## src/rtl/hash_ctx_port.sv

```systemverilog
module hash_ctx_port #(
  parameter int WMAX        = 16,
  parameter int BUSY_CYCLES = 4
) (
  input  logic        clk,
  input  logic        rst_n,
  input  logic        bus_we,
  input  logic        bus_re,
  input  logic [2:0]  bus_addr,
  input  logic [31:0] bus_wdata,
  output logic [31:0] bus_rdata,
  output logic        busy,
  output logic [4:0]  state_words,
  output logic [4:0]  digest_words
);
  localparam int IW = $clog2(WMAX);
  localparam int CW = $clog2(BUSY_CYCLES + 1);
  localparam logic [2:0] A_CFG = 3'd0, A_WIN = 3'd1, A_CMD = 3'd2,
                         A_STS = 3'd3, A_LLO = 3'd4, A_LHI = 3'd5;

  logic [2:0]    algo_q;
  logic          keyed_q;
  logic [5:0]    order_q;
  logic [31:0]   len_lo_q, len_hi_q;
  logic [31:0]   st_q [WMAX];
  logic [IW-1:0] idx_q;
  logic          busy_q;
  logic [CW-1:0] cnt_q;

  wire algo_ok = (algo_q <= 3'd4);
  wire wide    = (algo_q == 3'd2) || (algo_q == 3'd3);
  assign state_words = wide ? 5'd16 : 5'd8;
  assign busy = busy_q;

  always_comb begin
    case (algo_q)
      3'd0:    digest_words = 5'd8;
      3'd1:    digest_words = 5'd7;
      3'd2:    digest_words = 5'd12;
      3'd3:    digest_words = 5'd16;
      3'd4:    digest_words = 5'd8;
      default: digest_words = 5'd0;
    endcase
  end

  wire [IW-1:0] last_idx = IW'(state_words - 5'd1);
  wire [IW-1:0] idx_nxt  = (idx_q == last_idx) ? '0 : idx_q + 1'b1;
  wire cfg_wr  = bus_we && bus_addr == A_CFG && !busy_q;
  wire win_wr  = bus_we && bus_addr == A_WIN && !busy_q;
  wire win_rd  = bus_re && bus_addr == A_WIN && !busy_q;
  wire start   = bus_we && bus_addr == A_CMD && bus_wdata[0];
  wire go      = start && !busy_q && algo_ok;
  wire done    = busy_q && cnt_q == '0;
  wire [63:0] len_sum = {len_hi_q, len_lo_q} + (wide ? 64'd128 : 64'd64);

  always_ff @(posedge clk or negedge rst_n) begin
    if (!rst_n) begin
      algo_q <= '0; keyed_q <= 1'b0; order_q <= '0;
      len_lo_q <= '0; len_hi_q <= '0;
      idx_q <= '0; busy_q <= 1'b0; cnt_q <= '0;
      bus_rdata <= '0;
      for (int i = 0; i < WMAX; i++) st_q[i] <= '0;
    end else begin
      if (cfg_wr) begin
        algo_q  <= bus_wdata[18:16];
        keyed_q <= bus_wdata[22];
        order_q <= bus_wdata[31:26];
      end
      if (bus_we && !busy_q && bus_addr == A_LLO) len_lo_q <= bus_wdata;
      if (bus_we && !busy_q && bus_addr == A_LHI) len_hi_q <= bus_wdata;
      if (win_wr) st_q[idx_q] <= bus_wdata;

      if (cfg_wr || start)        idx_q <= '0;
      else if (win_wr || win_rd)  idx_q <= idx_nxt;

      if (go) begin
        busy_q <= 1'b1;
        cnt_q  <= CW'(BUSY_CYCLES - 1);
      end else if (done) begin
        busy_q   <= 1'b0;
        len_lo_q <= len_sum[31:0];
        len_hi_q <= len_sum[63:32];
        for (int i = 0; i < WMAX; i++)
          if (i < int'(state_words)) st_q[i] <= st_q[i] + 32'd1;
      end else if (busy_q) begin
        cnt_q <= cnt_q - 1'b1;
      end

      if (bus_re) begin
        case (bus_addr)
          A_CFG:   bus_rdata <= {order_q, 3'b0, keyed_q, 3'b0, algo_q, 16'b0};
          A_WIN:   bus_rdata <= busy_q ? 32'd0 : st_q[idx_q];
          A_STS:   bus_rdata <= {31'b0, busy_q};
          A_LLO:   bus_rdata <= len_lo_q;
          A_LHI:   bus_rdata <= len_hi_q;
          default: bus_rdata <= 32'd0;
        endcase
      end
    end
  end
endmodule


```

## config.mk

```make
export PLATFORM = sky130hd
export DESIGN_NAME = hash_ctx_port
export DESIGN_NICKNAME = d
export VERILOG_FILES = /design/src/rtl/hash_ctx_port.sv
export SDC_FILE = /design/constraint.sdc
export NUM_CORES = 2
export LEC_CHECK = 0
export BUFFER_PORTS_ARGS = -buffer_cell sky130_fd_sc_hd__buf_2
export CORE_ASPECT_RATIO = 0.75
export CORE_MARGIN = 1
export CORE_UTILIZATION = 52
export CTS_CLUSTER_DIAMETER = 120
export DETAILED_ROUTE_END_ITERATION = 10
export GPL_TIMING_DRIVEN = 1
export PLACE_DENSITY = 0.69
export SETUP_SLACK_MARGIN = 0.05
export SLEW_MARGIN = 20
export SYNTH_ARGS = -nofsm -noshare
export SYNTH_HDL_FRONTEND = slang
export SYNTH_SLANG_ARGS = --single-unit
```

## constraint.sdc

```tcl
create_clock -name clk -period 7.6 [get_ports clk]
set_input_delay 0 -clock clk [delete_from_list [all_inputs] [get_ports clk]]
set_output_delay 0 -clock clk [all_outputs]
set_load 0.02 [all_outputs]
```

* Yosys cells after proc, flatten, opt, wreduce, memory -nomap -nowiden *
Index checks and enable logic that the tools add are counted.

storage, ports and cells
  register bits after elaboration = 626
  logic and storage cells = 147
  output and inout port bits = 43
  input bits = 39

cells by class
  bitwise gates (word level) = 1
  add/sub/neg operators = 20
  $lt $le $gt $ge = 19
  eq/ne operators = 11
  reductions and logical operators = 27
  multiplexer cells = 44

operator list
  cell                                                                           number
  512-bit 2-to-1 mux                                                             3
  32-bit 2-to-1 mux                                                              26
  32-bit by 1-bit adder with 32-bit output (second input constant)               16
  512-bit bitwise mux                                                            1
  32-bit one-hot mux with 5 select lines                                         1
  32-bit binary-select mux with 4-bit select                                     1
  32-bit demux with 4-bit select                                                 1
  64-bit by 8-bit adder with 64-bit output                                       1
  4-bit by 5-bit less-than comparator with 1-bit output (first input constant)   8
  3-bit by 5-bit less-than comparator with 1-bit output (first input constant)   4
  5-bit one-hot mux with 4 select lines                                          1
  1-bit logical AND                                                              15
  3-bit by 2-bit equality test with 1-bit output (second input constant)         4
  4-bit 2-to-1 mux                                                               3
  1-bit by 5-bit less-than comparator with 1-bit output (first input constant)   2
  2-bit by 5-bit less-than comparator with 1-bit output (first input constant)   2
  3-bit equality test (second input constant)                                    3
  3-bit logical NOT                                                              3
  3-bit 2-to-1 mux                                                               3
  8-bit 2-to-1 mux                                                               1
  3-bit by 1-bit equality test with 1-bit output (second input constant)         2
  2-bit nonzero test                                                             3
  5-bit greater-or-equal comparator (second input constant)                      1
  5-bit by 1-bit less-than comparator with 1-bit output (second input constant)  1
  other kinds (13)                                                               16

* Logic depth before layout (Yosys ltp) *
  word-level depth = 10
  mapped depth = 12
  mapped depth without buffers = 8

* Worst setup path after synthesis *
No wires, ideal clock.

  kind = reg2reg
  start point = reg algo_q[1]
  end point = reg len_hi_q[16]
  library setup time = 0.082 ns
  data arrival time = 2.821 ns
  required time = 7.518 ns
  buffers on the path = 2
  cell stages (with the launch flop) = 11
  path slack = 4.697 ns
  period minus slack after synthesis = 2.903 ns
  cell sequence = dfrtp_1 > and2b_1 > inv_1 > clkbuf_1 > and2_1 > ha_1 > a22oi_1 > or3_1 > clkbuf_1 > or4_1 > a31oi_1

on the way
  longest elaborated chain between the ends = 6
  elaborated cells on any way between the ends = 9
  those cells by class = add/sub (1); order compare (1); eq/ne (2); mux (3); reduce/logical (2)

RTL lines
  what                                            RTL line  source
  start, declared                                 21        logic [2:0] algo_q;
  start signal, assigned                          65        algo_q <= bus_wdata[18:16];
  3-bit by 2-bit equality test with 1-bit output  31        wire wide = (algo_q == 3'd2) || (algo_q == 3'd3);
  1-bit logical OR                                31
  8-bit 2-to-1 mux                                54        wire [63:0] len_sum = {len_hi_q, len_lo_q} + (wide ? 64'd128 : 64'd64);
  64-bit by 8-bit adder with 64-bit output        54
  32-bit 2-to-1 mux                               79        end else if (done) begin
  32-bit 2-to-1 mux (*)                           76        if (go) begin
  end signal, assigned                            70        if (bus_we && !busy_q && bus_addr == A_LHI) len_hi_q <= bus_wdata;
  end signal, assigned                            82        len_hi_q <= len_sum[63:32];
  end, declared                                   24        logic [31:0] len_lo_q, len_hi_q;

Every way passes the cells marked *; elsewhere a longest branch is shown, timed or not.
A chain may end at the register's enable or synchronous reset.

* Final worst setup path *
  start point = reg cnt_q[0]
  end point = reg st_q[179] (netlist bit)

on the way
  longest elaborated chain between the ends = 4

RTL lines
  what                           RTL line  source
  start, declared                28        logic [CW-1:0] cnt_q;
  start signal, assigned         78        cnt_q <= CW'(BUSY_CYCLES - 1);
  start signal, assigned         86        cnt_q <= cnt_q - 1'b1;
  3-bit logical NOT              53        wire done = busy_q && cnt_q == '0;
  1-bit logical AND              53
  512-bit 2-to-1 mux             79
  512-bit 2-to-1 mux             76
  end signal, assigned by index  71        if (win_wr) st_q[idx_q] <= bus_wdata;
  end, declared                  25        logic [31:0] st_q [WMAX];

Every way passes these cells.

==> key figures <==
Clock network
  • Inserted Clock Buffers: 69
  • Clk_lat worst skew: 0.65 ns
  • Post-cts resize count: 0
  • Hold_buf cts: 20
  • CTS max path bufs: 3
  • # Post-CTS Setup Buffers: 0
  • Clock root buffer: clkbuf_16
  • Clock sinks: 626
  • TritonCTS clock tree: done
  • Clock H-tree levels: 3
  • Clock transition at the registers of the reported paths: 0.06 ns

Route
  • Routed len/inst: 30.9 um
  • Remaining DRCs: 0
  • Uppermost layer routed: met5
  • DR iter-0 viols: 6,935
  • TritonRoute pass-1 iters: 8
  • Antenna-violating nets left: 0
  • DR WL met3: 30.3 mm
  • Met1 wire length: 64.7 mm
  • Routed wl met2: 62.6 mm
  • Via Count: 40,600
  • Total Wirelength: 166 mm
  • Drt via density: 7.57

Floorplan
  • Core Footprint: 75,900 um^2
  • Num rows: 87
  • Die area: 78,600 um^2
  • Die outline height: 243 um
  • Starting Density: 53.1%
  • I/O pin count: 82
  • Die width: 323 um

Critical path
  • CP max stage cell: nor3_1
  • FF-to-FF setup slack: 3.56 ns
  • Crit. End Element: flip-flop
  • RR Endpoint: st_q[179]
  • WS Path Type: flip-flop to flip-flop
  • R2R cell count: 8
  • Required time worst endpoint: 8.13 ns
  • Reg2Reg Launch Point: cnt_q[0]
  • Worst-path cell chain: inv_1 > ha_1 > and3b_4 > nand2_4 > buf_4 > nor3_1 > a311oi_1 > a221oi_1
  • Crit path largest cell delay: 0.76 ns
  • Critical path fanouts, max: 69
  • Worst Path Arrival: 4.57 ns
  • CP Launch Type: flip-flop

Hold path
  • Hold WC Path Type: primary input to flip-flop
  • Hold Path Sink: idx_q[3]
  • Min-delay src: bus_we
  • Hold path depth: 5

Timing
  • Final Hold Vio Count: 0
  • Clock skew: 0.0310 ns
  • Hold slack: 0.0507 ns
  • RSZ-0062 raised after global routing: false
  • Min Clock Period, post-route: 4.04 ns
  • Slew Limit Fails: 0
  • Slew HR: 11.8%
  • Tightest Pin Transition: 1.32 ns
  • Fmax: 0.248 GHz
  • Setup TNS: 0 ns
  • Period utilisation layout: 53.1%
  • Final setup viols: 0

Outcome
  • Status: finished clean

Yosys
  • Main synth FF type: dfrtp_1
  • Post-Synth XOR/XNOR Area: 0.326%
  • Yosys warning total: 0
  • Area share of and/or/nand/nor cells after synthesis: 23.3%
  • Mapped Area: 40,300 um^2
  • Register area share after synthesis: 38.9%
  • Asr flop ratio synth: 100%
  • Yosys reg bits: 626
  • Proportion of synthesized area in mux cells: 8.98%
  • EDFF count, synth: 0
  • Compound-cell area share of the yosys netlist: 23.2%
  • Adder and majority gate portion of the synthesized area: 0.715%
  • Number of distinct library cells after synthesis: 93
  • Main combinational cell family by area after synthesis: simple AND/OR/NAND/NOR gates
  • Avg Cell Area, Syn: 9.06 um^2
  • Mapped Cells: 4,446

Flow run
  • Maxcap violations: 0

Global routing
  • Largest net degree at the start of global routing: 150
  • Gr usage total: 41.8%
  • Antenna violations before repair: 8
  • GR Overflow Total: 0
  • First-pass GRT wire length: 244 mm
  • Vias in the first global route: 35,500

Layout
  • Fill count: 6,650
  • Share of cells above drive strength 1: 11.3%
  • Synth-to-Final Area Change: 7.82%
  • Final Core Density: 57.2%
  • NumNets Final: 4,360

Placed design
  • Dpl hpwl: 113 mm
  • I/O Buffers: 78
  • Routability congestion estimate: 1.06

Power and ir drop
  • Lkg Pwr: 0.0165 uW
  • VDD IR max: 242 uV
  • Cell area power density: 331 nW/um^2
  • Final Power: 14,400 uW
## cells by family after synthesis
logic type,count (synthesis)
AO/OA/AOI/OAI,1312
XOR/XNOR,15
adder cells (fa/ha/maj),23
buffers and inverters,446
flip-flops,626
multiplexers,197
other,1
AND/OR/NAND/NOR,1826
## registers in the layout (all words and copies together), names as in the netlist
signal / cells
st_q: 512
bus_rdata: 32
len_hi_q: 32
len_lo_q: 32
order_q: 6
idx_q: 4
algo_q: 3
cnt_q: 3
busy: 1
keyed_q: 1
## final cells by class
cell class                 count  area, um^2  area share [%]
clock inverter                13         165           0.380
sequential                   626       15700            36.1
antenna                        3        7.51          0.0173
inverter                      69         259           0.597
multi-input combinational   3376       22900            52.6
timing repair buffer         156        1120            2.58
tap                         1023        1280            2.95
clock buffer                 104        2060            4.75
## per-layer routing
| layer | global-route usage, % | up-vias |
|---|---|---|
| met1 | 59.9 | 19900 |
| met5 | 0.988 | - |
| met2 | 52.6 | 3259 |
| met3 | 20.3 | 444 |
| li1 | - | 17100 |
| met4 | 17.2 | 6 |
## worst max-delay path: cells and delay by family, from the launching register on
family	cells	cell delay, ns
buffers and inverters	2	0.69
DFF	1	0.38
AOI/OAI and AO/OA	2	0.44
adders and majority gates	1	0.22
and+or+nand+nor	3	2.09
## cells in the mapped netlist, types with 119 or more instances
cell type | instances | share of area [%]
nand2_1 | 338 | 3.2
clkbuf_1 | 239 | 2.2
o21ai_0 | 157 | 2.0
a311oi_1 | 152 | 3.3
a211oi_1 | 226 | 4.2
mux4_2 | 128 | 7.2
dfrtp_1 | 626 | 39
nand4_1 | 119 | 1.8
a21oi_1 | 264 | 3.3
nor3_1 | 186 | 2.3
and3_1 | 137 | 2.1
nor2_1 | 491 | 4.6
nand3_1 | 195 | 2.4
## where the power goes
part,switching (uW),internal (uW)
clock network,1470,1970
registers,1820,4300
logic,2820,1990
## metrics by stage
stage,cells,worst slack [ns],instance area [um^2]
after CTS,5367,3.60,43400
after detailed placement,5230,3.59,40900
after global routing,5368,3.30,43400
after floorplan,4448,4.70,40300
final,5370,3.56,43400
after global placement,5229,3.63,40900
## layout by cell type, fill, tap and decap left out, types with 119 or more instances in the layout
| cell | Yosys | routed |
|---|---|---|
| a211oi_1 | 226 | 226 |
| a21oi_1 | 264 | 264 |
| a311oi_1 | 152 | 152 |
| and3_1 | 137 | 136 |
| dfrtp_1 | 626 | 624 |
| mux4_2 | 128 | 128 |
| nand2_1 | 338 | 336 |
| nand3_1 | 195 | 195 |
| nand4_1 | 119 | 119 |
| nor2_1 | 491 | 488 |
| nor3_1 | 186 | 182 |
| o21ai_0 | 157 | 157 |
## worst max-delay path by stage
stage / startpoint / to / slack [ns] / depth (start not counted)
floorplan: algo_q[1] / len_hi_q[16] / 4.70 / 10
global placement: idx_q[0] / st_q[55] / 3.63 / 8
detailed placement: idx_q[0] / st_q[55] / 3.59 / 8
CTS: idx_q[0] / st_q[55] / 3.60 / 8
global route: idx_q[0] / st_q[55] / 3.30 / 8
finish: cnt_q[0] / st_q[179] / 3.56 / 8
Power figures use the tool's default switching activity.
